File: config.mk
export PLATFORM = sky130hd
export DESIGN_NAME = sec_timekeeper
export DESIGN_NICKNAME = d
export VERILOG_FILES = /design/src/rtl/sec_timekeeper.sv
export SDC_FILE = /design/constraint.sdc
export NUM_CORES = 1
export LEC_CHECK = 0
export ABC_AREA = 1
export CORE_ASPECT_RATIO = 1.25
export CORE_MARGIN = 5
export CORE_UTILIZATION = 50
export DETAILED_ROUTE_END_ITERATION = 8
export GPL_TIMING_DRIVEN = 0
export PLACE_DENSITY_LB_ADDON = 0.08
export SYNTH_ARGS = -nofsm -noshare
export SYNTH_HDL_FRONTEND = slang
export SYNTH_SLANG_ARGS = --single-unit
File: constraint.sdc
create_clock -name clk -period 4 [get_ports clk]
set_input_delay 0.6 -clock clk [delete_from_list [all_inputs] [get_ports clk]]
set_output_delay 0.6 -clock clk [all_outputs]
set_load 0.05 [all_outputs]
File: src/rtl/sec_timekeeper.sv
module sec_timekeeper #(
  parameter int SEC_W  = 32,
  parameter int FRAC_W = 15
) (
  input  logic              clk,
  input  logic              rst_n,
  input  logic [31:0]       wdata,
  input  logic              ctl_we,
  input  logic              ien_we,
  input  logic              sec_we,
  input  logic              frac_we,
  input  logic              alm_we,
  input  logic              stat_we,
  input  logic              viol_in,
  output logic [SEC_W-1:0]  sec_q,
  output logic [FRAC_W-1:0] frac_q,
  output logic [SEC_W-1:0]  alm_q,
  output logic              run_en_q,
  output logic              alm_ie_q,
  output logic [31:0]       status_q,
  output logic              alm_irq
);
  localparam logic [FRAC_W-1:0] FRAC_MAX = '1;
  localparam logic [SEC_W-1:0]  ALM_OFF  = '1;

  logic seeded, alm_flag, nv_flag, sv_flag;
  logic counting, wrap, alm_hit;

  assign counting = run_en_q && seeded && !sec_we && !frac_we;
  assign wrap     = frac_q == FRAC_MAX;
  assign alm_hit  = (sec_q == alm_q) && (alm_q != ALM_OFF);

  always_ff @(posedge clk or negedge rst_n) begin
    if (!rst_n) begin
      sec_q  <= '0;
      frac_q <= '0;
      seeded <= 1'b0;
    end else begin
      if (sec_we) begin
        sec_q  <= wdata[SEC_W-1:0];
        seeded <= 1'b1;
      end else if (counting && wrap) begin
        sec_q <= sec_q + 1'b1;
      end
      if (frac_we)
        frac_q <= wdata[FRAC_W-1:0];
      else if (counting)
        frac_q <= wrap ? '0 : frac_q + 1'b1;
    end
  end

  always_ff @(posedge clk or negedge rst_n) begin
    if (!rst_n) begin
      alm_q    <= ALM_OFF;
      run_en_q <= 1'b0;
      alm_ie_q <= 1'b0;
    end else begin
      if (alm_we) alm_q    <= wdata[SEC_W-1:0];
      if (ctl_we) run_en_q <= wdata[3];
      if (ien_we) alm_ie_q <= wdata[4];
    end
  end

  always_ff @(posedge clk or negedge rst_n) begin
    if (!rst_n) begin
      alm_flag <= 1'b0;
      nv_flag  <= 1'b1;
      sv_flag  <= 1'b0;
    end else begin
      if (alm_hit)                     alm_flag <= 1'b1;
      else if (stat_we && wdata[4])    alm_flag <= 1'b0;
      if (stat_we && wdata[1])         nv_flag  <= 1'b0;
      if (viol_in)                     sv_flag  <= 1'b1;
      else if (stat_we && wdata[0])    sv_flag  <= 1'b0;
    end
  end

  assign status_q = {27'd0, alm_flag, 2'b00, nv_flag, sv_flag};
  assign alm_irq  = alm_flag & alm_ie_q;
endmodule

Yosys cells after proc, flatten, opt, wreduce, memory -nomap -nowiden
Index checks and enable logic that the tools add are counted.
- logic and storage cells: 38
- memories: 0
- output and inout bits: 114
- latch bits: 0
- bits in registers: 85
- bits in writable memories: 0
- input bits: 41
- ROM bits: 0
- add/sub/neg operators: 2
- divide/modulo/power cells: 0
- reduce and logical (&&, ||, !) cells: 14
- $lt $le $gt $ge: 0
- $mul: 0
- mux-type cells: 9
- shift-type cells: 0
- bitwise logic cells: 1
- equal/unequal tests: 3
- operator list (kind ; count):
    $mux 32 ; 2
    $mux 15 ; 3
    $add 32x1->32 const B ; 1
    $eq 32x32->1 ; 1
    $ne 32x32->1 const B ; 1
    $add 15x1->15 const B ; 1
    $eq 15x15->1 const B ; 1
    $logic_and 1x1->1 ; 8
    $reduce_bool 2->1 ; 4
    $mux 1 ; 4
    $logic_not 1->1 ; 2
    $and 1x1->1 ; 1

Depth between registers and ports, before layout
Gate-level depths: netlist of run 1.
- depth after elaboration: 6
- gate-level depth with buffers: 10

Least setup slack after synthesis of run 1
OpenSTA, ideal clock, no wires.
- kind: flip-flop to flip-flop
- from: reg frac_q[0]
- to: reg sec_q[20]
- required time: 3.874 ns
- cell stages (with the launch flop): 10
- data arrival time: 1.844 ns
- period minus slack after synthesis: 1.970 ns
- setup slack: 2.030 ns
- library setup time: 0.126 ns
- cells stage by stage: dfrtp_1 > ha_1 > nand3_4 > nor3_4 > nand3_2 > nand2_4 > inv_4 > buf_6 > nand2_1 > nand3_1
- longest elaborated chain between the ends: 3
- ends and longest elaborated chain (item ; line ; source):
    from (decl) ; 16 ; output logic [FRAC_W-1:0] frac_q,
    from (signal assigned) ; 46 ; frac_q <= wdata[FRAC_W-1:0];
    from (signal assigned) ; 48 ; frac_q <= wrap ? '0 : frac_q + 1'b1;
    $eq 15x15->1 ; 30 ; assign wrap = frac_q == FRAC_MAX;
    $logic_and 1x1->1 ; 42 ; end else if (counting && wrap) begin
    $reduce_bool 2->1 (no line) ; -- ;
    to (signal assigned) ; 40 ; sec_q <= wdata[SEC_W-1:0];
    to (signal assigned) ; 43 ; sec_q <= sec_q + 1'b1;
    to (decl) ; 15 ; output logic [SEC_W-1:0] sec_q,
Every way passes these cells.
A chain may end at the register's enable or synchronous reset.

Worst setup path after layout of run 1
- from: reg alm_q[6]
- to: out alm_q[6]
- RTL lines (item ; line ; source):
    from (decl) ; 17 ; output logic [SEC_W-1:0] alm_q,
    from (signal assigned) ; 58 ; if (alm_we) alm_q <= wdata[SEC_W-1:0];
No word-level cell between the ends.

==> reports/qor.csv, run 1 <==
metric,value,unit
critical path endpoint category,output pin,
"CTS clk-pin slew, worst paths",0.07,ns
Syn Inst Count,815,
outcome,finished clean,
clock latency on the worst-skew pair,0.35,ns
clock skew,0.00532,ns
Ant. Diodes,0,
internal power,1.78,mW
Comb pwr share,0.320,
Hold Path Class,input pin to asynchronous set/reset pin,
DR vias,5744,
Tcrit/Tclk final,0.591,
sequential cell area,0.00217,mm²
Core ar.,0.0111,mm²
slack of the worst reg-to-reg path,1.92,ns
critical-path maximum fanout,4,
Syn Area/Cell,6.95,µm²
WP buf/inv,1,
Clk pwr share,0.305,
Via-to-Cell Ratio,5.14,
area delta synth->final,32.3,%
P per Cell Area,389,mW/mm²
Starting Density,0.511,
RSZ-0062 raised after global routing,false,
DP HPWL,14.4,mm
CTS tree,built,
Max Slew Vio Count,0,
number of fill cells,1031,
Setup TNS Final,0,ns
first-pass GRT wire length,28.8,mm
Top Ports,155,
Fmax,423,MHz
global route overflow,0,
CTS Buffer Depth,2,
Placement Cell Area,0.00719,mm²
sw power,1.14,mW
R2R depth,8,
post-route cell area,0.00750,mm²
"commonest non-fill, non-tap cell in the layout",nand2_1,
largest net degree at the start of global routing,54,
Setup Buffers After CTS,0,
Post-Place Cells,1101,
fraction of layout cells with a size suffix above 1,0.123,
Routed WL per cell,16.5,µm
kind of critical path,register to output pin,
CTS Root Cell,clkbuf_16,
stages on the worst setup path,1,
Final Power,2.92,mW
DR DRC count,0,
Fin Hold WS,0.195,ns
"CP delay by family, top",buffers and inverters,
CTS buffer count,9,
Fin. Hold Viols,0,
Routed WL,18.5,mm
initial antenna violation count,0,
type of element launching the critical path,register,
Worst Tran Pin Value,0.741,ns
FF-to-FF End,sec_q[26],
dominant cell type by area after synthesis,dfrtp_1,
# nets final,1020,
sw frac,0.390,
vias in the first global route,5522,
crit path time final,2.36,ns
R2R Path Start,sec_q[0],
post-CTS sizing,0,
critical path's largest stage delay,0.83,ns
H-Tree Depth,3,
Die H,129,µm
relative slew slack,0.506,
cell area after synthesis,0.00567,mm²
multi-input combinational cell area,0.00289,mm²
critical path required time,3.40,ns
CP Cell Sequence,clkdlybuf4s50_1,
largest cells by area after synthesis,"dfrtp_1 (23%), nand2_1 (21%), dfstp_2 (15%)",
1st-pass router iterations,7,
"Seq/Total Area, Yosys",0.383,
Port Buf Inserts,122,
Flop pwr share,0.375,
top cell type's share of synthesized area,0.230,
cts hold-fix bufs,0,
timing startpoint of the critical path,alm_q[6],
row cnt,43,
initial drt markers,334,
Pleak,3.55,nW
critical path endpoint,alm_q[6],
Final ANT Viol Nets,0,
Seq cells post-synth,85,
Die Area,0.0136,mm²
global-route usage over all layers,0.271,
Final Setup Violations,0,
"IR drop worst, VDD",0.187,mV
WP data arrival,1.76,ns
Die Wd,105,µm
max_cap viols,0,
most frequent cells in the layout,"nand2_1 (315), clkdlybuf4s50_1 (121), inv_1 (88), nand3_1 (79), nor2_1 (59)",
Finished Layout Cells,1117,
CP max stage cell,clkdlybuf4s50_1,
GPL Wtd Cong,1.01,
warning count from the yosys run,0,
synth unique cells,36,
clk sinks,85,
per-stage QoR:
step / utilization / setup WS, ns
after floorplan: - / 2.03
after global placement: 0.646 / -0.808
after detailed placement: 0.648 / 1.96
after CTS: 0.676 / 1.63
after global routing: 0.676 / 1.62
final: 0.676 / 1.64
sequential cells by signal, indices dropped and copies added (netlist names):
signal    flops
nv_flag       1
alm_ie_q      1
alm_flag      1
frac_q       15
sv_flag       1
alm_q        32
sec_q        32
run_en_q      1
seeded        1
cells in the mapped netlist:
library cell	number
a21boi_0	1
a21o_1	1
a21oi_1	3
buf_2	1
buf_4	33
buf_6	6
clkbuf_1	13
clkinv_2	1
conb_1	1
dfrtp_1	52
dfstp_2	33
ha_1	2
inv_1	88
inv_2	1
inv_4	1
mux2_2	5
nand2_1	315
nand2_2	2
nand2_4	1
nand3_1	79
nand3_2	8
nand3_4	1
nand4_1	15
nor2_1	59
nor2_2	3
nor2_4	3
nor3_1	4
nor3_4	2
o211ai_1	1
o21ai_0	37
o21ai_2	1
o21bai_1	12
o22ai_1	1
or2_2	1
xnor2_1	10
xor2_1	18
cell families (layout without fill, tap and decap cells):
kind of cell	after synthesis	count (layout)	synth area share
buffers and inverters	144	283	0.126
muxes	5	5	0.00994
and+or+nand+nor	493	493	0.375
adders and majority gates	2	2	0.00442
AOI/OAI and AO/OA	57	57	0.0579
DFF	85	85	0.383
other	1	29	0.000662
xor gates and xnor gates	28	28	0.0433
worst min path at each step:
stage	slack [ns]	end	cells past startpoint
2_1_floorplan	0.30	alm_flag	0
3_3_place_gp	0.46	sv_flag	1
3_5_place_dp	0.47	sv_flag	1
4_1_cts	0.21	sec_q[18]	1
5_1_grt	0.24	sec_q[18]	1
6_report	0.19	sec_q[18]	1
area by class of cell:
type	instances	share of cell area
multi-input combinational	614	0.385
sequential	85	0.289
timing repair buffer	123	0.166
buffer	53	0.0492
inverter	91	0.0461
clock buffer	10	0.0319
tap	135	0.0225
clock inverter	6	0.00935
routing by layer:
metal,GRT usage,share of wire,vias up,wire length [µm]
met1,0.318,0.39,2664,7160
met4,0.140,0.044,0,811
li1,-,-,2816,-
met2,0.480,0.51,210,9480
met5,0,0,-,0
met3,0.0364,0.054,54,992
power groups by stage:
stage	logic (mW)	registers (mW)	clock network, mW
3_3_place_gp	0.923	1.11	0
5_1_grt	0.993	1.11	0.916
3_5_place_dp	0.931	1.11	0
6_report	0.933	1.09	0.889
2_1_floorplan	0.340	1.36	0
4_1_cts	0.935	1.09	0.888
Power figures use the tool's default switching activity.
==> run 2: changes to the inputs <==
Settings changed: CORE_UTILIZATION 50 to 49.
Clock period 4 ns to 2.3 ns, I/O delays scaled along.
==> reports/qor.csv, run 2 (synthesis gave the netlist of run 1 again) <==
metric,value,unit
max_cap viols,0,
DP HPWL,14.4,mm
WP data arrival,1.77,ns
Clk pwr share,0.284,
Die H,130,µm
biggest regs,"alm_q (32), sec_q (32), frac_q (15)",
post-route cell area,0.00748,mm²
H-Tree Depth,3,
outcome,finished clean,
Finished Layout Cells,1121,
Comb pwr share,0.330,
post-CTS sizing,0,
row cnt,44,
Worst Tran Pin Value,0.746,ns
first-pass GRT wire length,29.4,mm
Final Setup Violations,0,
Die Area,0.0138,mm²
Port Buf Inserts,122,
global route overflow,0,
timing startpoint of the critical path,nv_flag,
"CP delay by family, top",buffers and inverters,
Hold Path Origin,sec_we,
R2R Path Start,sec_q[0],
clock skew,0.00646,ns
Hold Path Class,input pin to register,
fraction of layout cells with a size suffix above 1,0.122,
Ant. Diodes,0,
Flop pwr share,0.386,
vias in the first global route,5546,
DR vias,5646,
CTS buffer count,9,
internal power,3.00,mW
Fmax,474,MHz
Final ANT Viol Nets,0,
cts hold-fix bufs,1,
CTS tree,built,
CTS Root Cell,clkbuf_16,
relative slew slack,0.503,
"commonest non-fill, non-tap cell in the layout",nand2_1,
kind of critical path,register to output pin,
largest net degree at the start of global routing,48,
clk sinks,85,
Fin. Hold Viols,0,
Pleak,3.55,nW
Core ar.,0.0115,mm²
Placement Cell Area,0.00719,mm²
area delta synth->final,32.0,%
CTS Buffer Depth,2,
CP max stage cell,clkdlybuf4s50_1,
sw frac,0.390,
Post-Place Cells,1104,
Final Core Density,0.653,
"IR drop worst, VDD",0.359,mV
DR DRC count,0,
Routed WL,18.5,mm
critical path endpoint category,output pin,
Routed WL per cell,16.5,µm
crit path time final,2.11,ns
Via-to-Cell Ratio,5.04,
critical path required time,1.96,ns
sw power,1.92,mW
Setup Buffers After CTS,0,
critical path's largest stage delay,0.80,ns
type of element launching the critical path,register,
"CTS clk-pin slew, worst paths",0.06,ns
initial drt markers,310,
Die Wd,106,µm
1st-pass router iterations,5,
global-route usage over all layers,0.276,
RSZ-0062 raised after global routing,false,
WP buf/inv,2,
initial antenna violation count,0,
Max Slew Vio Count,0,
CP Cell Sequence,buf_4 -> clkdlybuf4s50_1,
slack of the worst reg-to-reg path,0.29,ns
most frequent cells in the layout,"nand2_1 (315), clkdlybuf4s50_1 (121), inv_1 (88), nand3_1 (79), nor2_1 (59)",
P per Cell Area,658,mW/mm²
critical-path maximum fanout,2,
Fin Hold WS,0.335,ns
Top Ports,155,
# nets final,1021,
Tcrit/Tclk final,0.917,
GPL Wtd Cong,0.973,
Starting Density,0.495,
clock latency on the worst-skew pair,0.35,ns
Final Power,4.92,mW
==> run 2: cell types whose count changed in the layout (fill, tap and decap cells not counted), sizes merged <==
cell	change
clkbuf	+2
dlygate4sd3	+1
bufinv	-1
inv	-2
clkinvlp	-1
clkinv	+2
==> run 2: area by class of cell <==
class | count | area, µm²
fill | 1054 | 3970
multi-input combinational | 614 | 2890
sequential | 85 | 2170
timing repair buffer | 124 | 1260
buffer | 53 | 369
inverter | 91 | 345
clock buffer | 12 | 256
tap | 138 | 173
clock inverter | 4 | 22.5
==> run 2: metal layers <==
metal | GRT usage | up-vias | share of wire
met3 | 0.0401 | 54 | 0.052
met5 | 0 | - | 0
met2 | 0.490 | 191 | 0.51
met1 | 0.322 | 2591 | 0.39
li1 | - | 2810 | -
met4 | 0.146 | 0 | 0.043
==> run 2: through the flow <==
stage	TNS, ns	setup WS (ns)
global placement	-154.86	-2.22
detailed placement	0	0.324
CTS	0	0.175
finish	0	0.190
floorplan	0	0.330
global route	0	0.128
==> run 2: tightest hold or removal path, stage by stage <==
cell and delay (ns):
buf_6 0.12, nand2_1 0.05, nand2_1 0.04, inv_1 0.04, nand2_1 0.04
==> run 2: power by group through the flow <==
stage               logic, mW  clock network (mW)  registers [mW]
detailed placement       1.62                   0            1.92
finish                   1.62                1.40            1.90
global route             1.74                1.47            1.93
floorplan               0.591                   0            2.36
global placement         1.60                   0            1.92
CTS                      1.63                1.41            1.90
==> run 2: final timing paths <==
kind                               end  cells after the start
max in group asynchronous      nv_flag                      3
max reg2reg                  sec_q[26]                      8
min                          sec_q[28]                      5
min in group asynchronous    sec_q[18]                      2
max                        status_q[1]                      2
min reg2reg                    sv_flag                      1
